## config.mk

```make
export PLATFORM = sky130hd
export DESIGN_NAME = mdio_mgr
export DESIGN_NICKNAME = d
export VERILOG_FILES = /design/src/rtl/mdio_mgr_pkg.sv /design/src/rtl/mdio_mgr_ctrl.sv /design/src/rtl/mdio_mgr_dp.sv /design/src/rtl/mdio_mgr.sv
export SDC_FILE = /design/constraint.sdc
export NUM_CORES = 1
export LEC_CHECK = 0
export BUFFER_PORTS_ARGS = -buffer_cell sky130_fd_sc_hd__buf_4
export CORE_UTILIZATION = 30
export CTS_CLUSTER_SIZE = 8
export DETAILED_ROUTE_END_ITERATION = 16
export GPL_TIMING_DRIVEN = 0
export REMOVE_ABC_BUFFERS = 1
export SLEW_MARGIN = 10
export SYNTH_ARGS = -nofsm -noshare
export SYNTH_HDL_FRONTEND = slang
export SYNTH_SLANG_ARGS = --single-unit
```

## constraint.sdc

```tcl
create_clock -name clk -period 2.2 [get_ports clk]
set_input_delay 0.22 -clock clk [delete_from_list [all_inputs] [get_ports clk]]
set_output_delay 0.22 -clock clk [all_outputs]
set_load 0.005 [all_outputs]
```

## src/rtl/mdio_mgr_pkg.sv

```systemverilog
package mdio_mgr_pkg;
  localparam int FRAME_LEN      = 64;
  localparam int ADDR_PHASE_LEN = 46;
  localparam int TA_LAST_IDX    = 47;
  localparam int BIT_IDX_W      = $clog2(FRAME_LEN);
  localparam int REG_ADDR_W     = 8;

  localparam logic [REG_ADDR_W-1:0] CMD_OFF   = 8'h00;
  localparam logic [REG_ADDR_W-1:0] CAUSE_OFF = 8'h7C;
  localparam logic [REG_ADDR_W-1:0] MASK_OFF  = 8'h80;

  localparam int DONE_BIT  = 4;
  localparam int PHY_LSB   = 16;
  localparam int REG_LSB   = 21;
  localparam int OP_BIT    = 26;
  localparam int VALID_BIT = 27;
  localparam int BUSY_BIT  = 28;

  typedef struct packed {
    logic load;
    logic rise;
    logic fall;
    logic done;
    logic addrPhase;
    logic taSample;
    logic dataSample;
  } strobe_t;
endpackage

```

## src/rtl/mdio_mgr_ctrl.sv

```systemverilog
module mdio_mgr_ctrl
  import mdio_mgr_pkg::*;
#(
  parameter int DIV_HALF = 2
) (
  input  logic    clk,
  input  logic    rstN,
  input  logic    cmdWr,
  output strobe_t stb,
  output logic    busy,
  output logic    mdc
);
  localparam int DIV_W = (DIV_HALF > 1) ? $clog2(DIV_HALF) : 1;

  logic [DIV_W-1:0]     divCnt;
  logic [BIT_IDX_W-1:0] bitIdx;
  logic                 busyQ;
  logic                 mdcQ;
  logic                 tick;
  logic                 lastBit;
  logic                 riseEv;

  assign tick    = busyQ && (divCnt == DIV_W'(DIV_HALF - 1));
  assign lastBit = (bitIdx == BIT_IDX_W'(FRAME_LEN - 1));
  assign riseEv  = tick && !mdcQ;

  always_comb begin
    stb.load       = cmdWr && !busyQ;
    stb.rise       = riseEv;
    stb.fall       = tick && mdcQ;
    stb.done       = tick && mdcQ && lastBit;
    stb.addrPhase  = (bitIdx < BIT_IDX_W'(ADDR_PHASE_LEN));
    stb.taSample   = riseEv && (bitIdx == BIT_IDX_W'(TA_LAST_IDX));
    stb.dataSample = riseEv && (bitIdx > BIT_IDX_W'(TA_LAST_IDX));
  end

  always_ff @(posedge clk) begin
    if (!rstN) begin
      busyQ  <= 1'b0;
      mdcQ   <= 1'b0;
      divCnt <= '0;
      bitIdx <= '0;
    end else if (cmdWr && !busyQ) begin
      busyQ  <= 1'b1;
      mdcQ   <= 1'b0;
      divCnt <= '0;
      bitIdx <= '0;
    end else if (busyQ) begin
      if (tick) begin
        divCnt <= '0;
        mdcQ   <= !mdcQ;
        if (mdcQ) begin
          if (lastBit) busyQ <= 1'b0;
          else         bitIdx <= bitIdx + 1'b1;
        end
      end else begin
        divCnt <= divCnt + 1'b1;
      end
    end
  end

  assign busy = busyQ;
  assign mdc  = mdcQ;
endmodule

```

## src/rtl/mdio_mgr_dp.sv

```systemverilog
module mdio_mgr_dp
  import mdio_mgr_pkg::*;
(
  input  logic                  clk,
  input  logic                  rstN,
  input  strobe_t               stb,
  input  logic                  busy,
  input  logic                  busWrEn,
  input  logic [REG_ADDR_W-1:0] busAddr,
  input  logic [31:0]           busWrData,
  output logic [31:0]           busRdData,
  input  logic                  mdioIn,
  output logic                  mdioOut,
  output logic                  mdioOe,
  output logic                  causeQ,
  output logic                  maskQ
);
  logic [FRAME_LEN-1:0] frameSh;
  logic [4:0]           phyQ;
  logic [4:0]           regQ;
  logic                 opRead;
  logic [15:0]          dataQ;
  logic                 taOk;
  logic                 rdValid;
  logic                 newRd;

  assign newRd = busWrData[OP_BIT];

  always_ff @(posedge clk) begin
    if (!rstN) begin
      frameSh <= '1;
    end else if (stb.load) begin
      frameSh <= {32'hFFFF_FFFF, 2'b01, (newRd ? 2'b10 : 2'b01),
                  busWrData[PHY_LSB +: 5], busWrData[REG_LSB +: 5],
                  (newRd ? 2'b11 : 2'b10),
                  (newRd ? 16'hFFFF : busWrData[15:0])};
    end else if (stb.fall) begin
      frameSh <= {frameSh[FRAME_LEN-2:0], 1'b1};
    end
  end

  always_ff @(posedge clk) begin
    if (!rstN) begin
      phyQ    <= '0;
      regQ    <= '0;
      opRead  <= 1'b0;
      dataQ   <= '0;
      taOk    <= 1'b0;
      rdValid <= 1'b0;
    end else if (stb.load) begin
      phyQ    <= busWrData[PHY_LSB +: 5];
      regQ    <= busWrData[REG_LSB +: 5];
      opRead  <= newRd;
      dataQ   <= busWrData[15:0];
      taOk    <= 1'b0;
      rdValid <= 1'b0;
    end else begin
      if (stb.taSample) taOk <= !mdioIn;
      if (stb.dataSample && opRead) dataQ <= {dataQ[14:0], mdioIn};
      if (stb.done) rdValid <= opRead && taOk;
    end
  end

  always_ff @(posedge clk) begin
    if (!rstN) begin
      causeQ <= 1'b0;
      maskQ  <= 1'b0;
    end else begin
      if (stb.done)
        causeQ <= 1'b1;
      else if (busWrEn && busAddr == CAUSE_OFF && !busWrData[DONE_BIT])
        causeQ <= 1'b0;
      if (busWrEn && busAddr == MASK_OFF)
        maskQ <= busWrData[DONE_BIT];
    end
  end

  always_comb begin
    busRdData = '0;
    case (busAddr)
      CMD_OFF: begin
        busRdData[15:0]            = dataQ;
        busRdData[PHY_LSB +: 5]    = phyQ;
        busRdData[REG_LSB +: 5]    = regQ;
        busRdData[OP_BIT]          = opRead;
        busRdData[VALID_BIT]       = rdValid;
        busRdData[BUSY_BIT]        = busy;
      end
      CAUSE_OFF: busRdData[DONE_BIT] = causeQ;
      MASK_OFF:  busRdData[DONE_BIT] = maskQ;
      default:   busRdData = '0;
    endcase
  end

  assign mdioOut = busy ? frameSh[FRAME_LEN-1] : 1'b1;
  assign mdioOe  = busy && (!opRead || stb.addrPhase);
endmodule

```

## src/rtl/mdio_mgr.sv

```systemverilog
module mdio_mgr
  import mdio_mgr_pkg::*;
#(
  parameter int DIV_HALF = 2
) (
  input  logic                  clk,
  input  logic                  rstN,
  input  logic                  busWrEn,
  input  logic [REG_ADDR_W-1:0] busAddr,
  input  logic [31:0]           busWrData,
  output logic [31:0]           busRdData,
  output logic                  mdc,
  output logic                  mdioOut,
  output logic                  mdioOe,
  input  logic                  mdioIn,
  output logic                  irq
);
  strobe_t stb;
  logic    busy;
  logic    causeQ;
  logic    maskQ;
  logic    cmdWr;

  assign cmdWr = busWrEn && (busAddr == CMD_OFF);

  mdio_mgr_ctrl #(.DIV_HALF(DIV_HALF)) u_ctrl (
    .clk  (clk),
    .rstN (rstN),
    .cmdWr(cmdWr),
    .stb  (stb),
    .busy (busy),
    .mdc  (mdc)
  );

  mdio_mgr_dp u_dp (
    .clk      (clk),
    .rstN     (rstN),
    .stb      (stb),
    .busy     (busy),
    .busWrEn  (busWrEn),
    .busAddr  (busAddr),
    .busWrData(busWrData),
    .busRdData(busRdData),
    .mdioIn   (mdioIn),
    .mdioOut  (mdioOut),
    .mdioOe   (mdioOe),
    .causeQ   (causeQ),
    .maskQ    (maskQ)
  );

  assign irq = causeQ && maskQ;
endmodule

```

==> impl_metrics.ini, run 1 <==
[place]
port_buffers = 71
dpl_cell_area_um2 = 5130
hpwlAfterDp_um = 6960
place_congestion = 0.807

[route]
wl_per_cell_um = 13.0
wirelength_um = 10100
vias = 3872
drt-initial-drc-count = 188
dr.pass1.iters = 4
drc = 0
ant_nets = 0
via_per_inst = 5.00

[synthesis]
synthTopCellsByArea = dfxtp_1 (48%), nand2_1 (8.9%), nand3_1 (8.1%), a21oi_1 (5.8%), mux2i_1 (4.8%)
yosysTopAreaCell = dfxtp_1
syn_inst = 538
ys_warn_count = 0
async_flop_share_pct = 0
avgSynthCellArea_um2 = 8.14
synth_ff_type = dfxtp_1
ys_types = 45
ys_ff_latch = 104
netlist_area_um2 = 4380
yosys.area.top_type_share_pct = 47.6
ys_seq_area_share_pct = 47.6
synth_edf_count = 0

[global_route]
grt_start_max_net_pins = 36
grt_pass1_wl_um = 17000
grt_usage_pct = 14.2
overflow = 0
grt_pass1_vias = 3763
antenna_found_initial = 0

[timing]
fin_crit_ns = 2.10
hold_viol = 0
grt_setup_unrepaired = no
holdWs_ns = 0.0632
slew_viol_final = 0
setup_violations = 0
post-route-period-util_pct = 95.3
clock.fmax_ghz = 0.477
tns_ns = 0
worst_slew_pin_slew_ns = 0.847
fin_skew_ns = 0.00848
slew_headroom_pct = 43.0

[clock_network]
cts_made_buffers = 9
cts-root-buf = clkbuf_16
cts_num_sinks = 104
clockBufferDepth = 2
cts_tree = yes
cts_max_level = 3
clk_pin_slew_ns = 0.06
clk_latency_ns = 0.35

[floorplanning]
pin_count = 80
start_util_pct = 31.2
rows = 43
die_h_um = 123
die_w_um = 123
core_um2 = 14000
die_area_um2 = 15100

[cells_and_area]
diodes = 0
final_cell_mix = nand2_1 (104), dfxtp_1 (103), buf_4 (71)
nets = 637
final_cell_area_um2 = 5460
synthToLayoutAreaGrowth_pct = 24.6
layout_commonest_cell = nand2_1
drive_gt1_share_pct = 19.0

[power_and_ir_drop]
ir_drop_mv = 0.309
p_leak_nw = 2.30
p_per_area_nw_per_um2 = 663

[setup_path]
path_buf_inv = 3
rr_endpoint = u_dp.frameSh[6]
worstPathArrival_ns = 1.88
slowest_delay_ns = 0.70
crit_type = primary input to primary output
cpMostUsedCell = buf_4
cp_slowest_cell = or4_1
crit_chain = buf_4, or4_1, nor2_4, buf_8, and2_1, buf_4
crit_family = simple AND/OR/NAND/NOR gates
r2r-start = u_ctrl.busy
worstRegToRegCells = 5
cp_max_fo = 16
rrSetupSlack_ns = 0.24
critPathCaptureType = primary output
required_ns = 1.98
start_kind = primary input

[worst_hold_path]
worstHoldPathType = primary input to flip-flop
holdPathStages = 2
holdPathEnd = u_dp.taOk
min_from = mdioIn

[run_status]
status = complete, no violations

[job]
drv_cap = 0
report_power, final:
| part | internal (mW) | total [mW] | switching (mW) |
|---|---|---|---|
| combinational | 0.0624 | 0.138 | 0.0759 |
| clock | 0.929 | 1.59 | 0.663 |
| sequential | 1.88 | 1.89 | 0.00164 |
cell type report:
type | instances | area [um^2]
Sequential cell | 104 | 2080
Timing Repair Buffer | 79 | 674
Tap cell | 180 | 225
Inverter | 13 | 52.6
Fill cell | 1393 | 8590
Clock buffer | 11 | 253
Clock inverter | 3 | 42.5
Multi-Input combinational cell | 385 | 2130
how the worst max path moves through the flow:
stage	from	end	slack [ns]	cells after the start
final	busAddr[5]	busRdData[6]	0.10	6
after global routing	busAddr[5]	busRdData[5]	0.02	6
after CTS	busAddr[5]	busRdData[5]	0.09	6
after detailed placement	u_ctrl.busy	u_dp.frameSh[6]	-0.26	4
after global placement	busAddr[7]	u_dp.frameSh[15]	-1.94	5
after floorplan	busAddr[7]	u_dp.frameSh[10]	-0.62	4
layer usage:
metal | track usage (%) | part of all wire, %
met5 | 0 | 0
met1 | 17.7 | 47
met4 | 6.86 | 1.9
met3 | 2.32 | 3.5
met2 | 23.7 | 48
timing repair:
action	CTS	global route
setup buffers	0	0
resized for setup	4	2
hold endpoints to repair	0	0
hold buffers	0	0
setup endpoints to repair	59	24
logic make-up (layout without fill, tap and decap cells):
logic type / after synthesis / after routing / share of synthesized area, %
buffers and inverters: 51 / 106 / 4.86
adders and majority gates: 1 / 1 / 0.286
DFF: 104 / 104 / 47.6
xor gates and xnor gates: 3 / 3 / 0.600
other: 1 / 3 / 0.0857
muxes: 21 / 21 / 4.80
and+or+nand+nor: 261 / 261 / 28.9
AOI/OAI and AO/OA: 96 / 96 / 12.9
cells in the mapped netlist, types with 2 or more instances:
cell      instances
mux2i_1          21
nand2b_1          2
nand2_1         104
nor3_1            5
nor2_1           18
dfxtp_1         104
xor2_1            2
a21oi_1          51
nor4_1            3
a221o_1           2
nand3_1          71
o21ai_0          19
buf_2             2
inv_1            12
nand4_1           5
o221ai_1         10
a211oi_1          2
and4_1            2
and3_1            2
nor2_2           10
buf_1             3
and2_1           29
nor2b_1           2
or4_1             2
buf_4             3
a22oi_1           5
clkbuf_1         29
metrics by stage:
stage / power [mW] / setup slack (ns) / util, % / instances
global route: 3.74 / 0.0207 / 38.9 / 775
finish: 3.62 / 0.104 / 38.9 / 775
CTS: 3.65 / 0.0868 / 38.8 / 775
detailed placement: 2.07 / -0.260 / 36.6 / 761
floorplan: 1.97 / -0.619 / - / 502
global placement: 2.06 / -1.94 / 35.5 / 753
sequential cells by signal (all words and copies together), names as in the netlist, 5 cells and up:
register / cells
u_dp.frameSh: 64
u_ctrl.bitIdx: 6
u_dp.phyQ: 5
u_dp.regQ: 5
u_dp.dataQ: 16
Note: power is estimated with default switching activity, not from simulation.
==> inputs of run 2 (changes only) <==
CORE_MARGIN = 2   (was unset)
PLACE_DENSITY = 0.51   (was unset)
RECOVER_POWER = 100   (was unset)
==> impl_metrics.ini, run 2 (synthesis gave the netlist of run 1 again) <==
[place]
place_congestion = 0.813
dpl_cell_area_um2 = 5130
port_buffers = 71
hpwlAfterDp_um = 7270

[clock_network]
clk_latency_ns = 0.34
cts_max_level = 3
cts_num_sinks = 104
cts_tree = yes
clk_pin_slew_ns = 0.07
cts-root-buf = clkbuf_16
clockBufferDepth = 2
cts_made_buffers = 9

[floorplanning]
pin_count = 80
core_um2 = 14400
die_h_um = 125
die_w_um = 125
rows = 44
die_area_um2 = 15600
start_util_pct = 30.5

[power_and_ir_drop]
p_per_area_nw_per_um2 = 707
p_total_mw = 3.87
p_leak_nw = 2.30
ir_drop_mv = 0.361

[route]
ant_nets = 0
drt-initial-drc-count = 204
via_per_inst = 4.89
drc = 0
wirelength_um = 10600
wl_per_cell_um = 13.6
dr.pass1.iters = 4
vias = 3829

[timing]
setup_violations = 0
fin_skew_ns = 0.00510
tns_ns = 0
hold_viol = 0
holdWs_ns = 0.0596
fin_crit_ns = 2.05
grt_setup_unrepaired = no
slew_viol_final = 0
post-route-period-util_pct = 93.3
slew_headroom_pct = 43.5
clock.fmax_ghz = 0.487
worst_slew_pin_slew_ns = 0.842

[worst_hold_path]
min_from = mdioIn
worstHoldPathType = primary input to flip-flop
holdPathEnd = u_dp.taOk
holdPathStages = 2

[setup_path]
crit_type = primary input to primary output
critPathCaptureType = primary output
worstPathArrival_ns = 1.83
startpoint = busAddr[5]
worstRegToRegCells = 4
start_kind = primary input
rrSetupSlack_ns = 0.21
r2r-start = u_ctrl.busy
cp_max_fo = 11
rr_endpoint = u_dp.frameSh[29]
required_ns = 1.98

[cells_and_area]
drive_gt1_share_pct = 18.2
synthToLayoutAreaGrowth_pct = 25.0
nets = 641
diodes = 0
layout_commonest_cell = nand2_1
final_cell_area_um2 = 5470
top_register = u_dp.frameSh
final_cell_mix = nand2_1 (104), dfxtp_1 (103), nand3_1 (70)
largest_register_ffs = 64
reg.largest.list = u_dp.frameSh: 64 flops, u_dp.dataQ: 16 flops, u_ctrl.bitIdx: 6 flops

[global_route]
grt_start_max_net_pins = 42
grt_usage_pct = 14.0
grt_pass1_vias = 3638
overflow = 0
grt_pass1_wl_um = 17900
antenna_found_initial = 0

[job]
drv_cap = 0

[run_status]
status = complete, no violations
## run 2: layer usage
metal / vias to the layer above / GRT usage (%) / wire (um)
met5: - / 0 / 0
met1: 1784 / 19.0 / 5350
met2: 73 / 21.8 / 4780
li1: 1962 / - / -
met4: 0 / 5.35 / 148
met3: 10 / 2.92 / 369
## run 2: critical path, stage by stage
cell,delay [ns]
clkbuf_1,0.10
or4_1,0.68
nor2_1,0.28
clkbuf_2,0.27
and2_1,0.17
buf_4,0.11
## run 2: what timing repair did
item	in CTS	in global routing
cloned	0	0
gates resized for setup	4	0
hold buffers	0	0
pin swaps	0	1
endpoints found under the setup margin	77	10
buffers inserted	2	2
## run 2: where the power goes
part	switching (mW)	leakage, nW	internal (mW)
Combinational	0.0756	1.29	0.0616
Clock	0.683	0.168	1.16
Sequential	0.00164	0.841	1.88
## run 2: final cells by class
type                    count  area (um^2)
clock buffers              11          253
clock inverters             3         90.1
fillers                  1483         8890
inverters                  13         48.8
multi-input cells         385         2110
flip-flops and latches    104         2080
well taps                 184          230
repair buffers             83          663
## run 2: how the worst max path moves through the flow
stage          slack (ns)                to  cells past startpoint
2_1_floorplan       -0.62  u_dp.frameSh[10]                      4
3_3_place_gp        -2.19  u_dp.frameSh[15]                      5
3_5_place_dp        -0.36  u_dp.frameSh[43]                      5
4_1_cts              0.03     busRdData[15]                      6
5_1_grt              0.02     busRdData[20]                      6
6_report             0.15     busRdData[28]                      6
## run 2: metrics by stage
stage               util, %  setup slack, ns  cells
finish                 38.1            0.147    783
global route           38.1           0.0174    783
CTS                    38.3           0.0313    781
detailed placement     35.7           -0.361    765
global placement       34.7            -2.19    757
floorplan                 -           -0.619    502
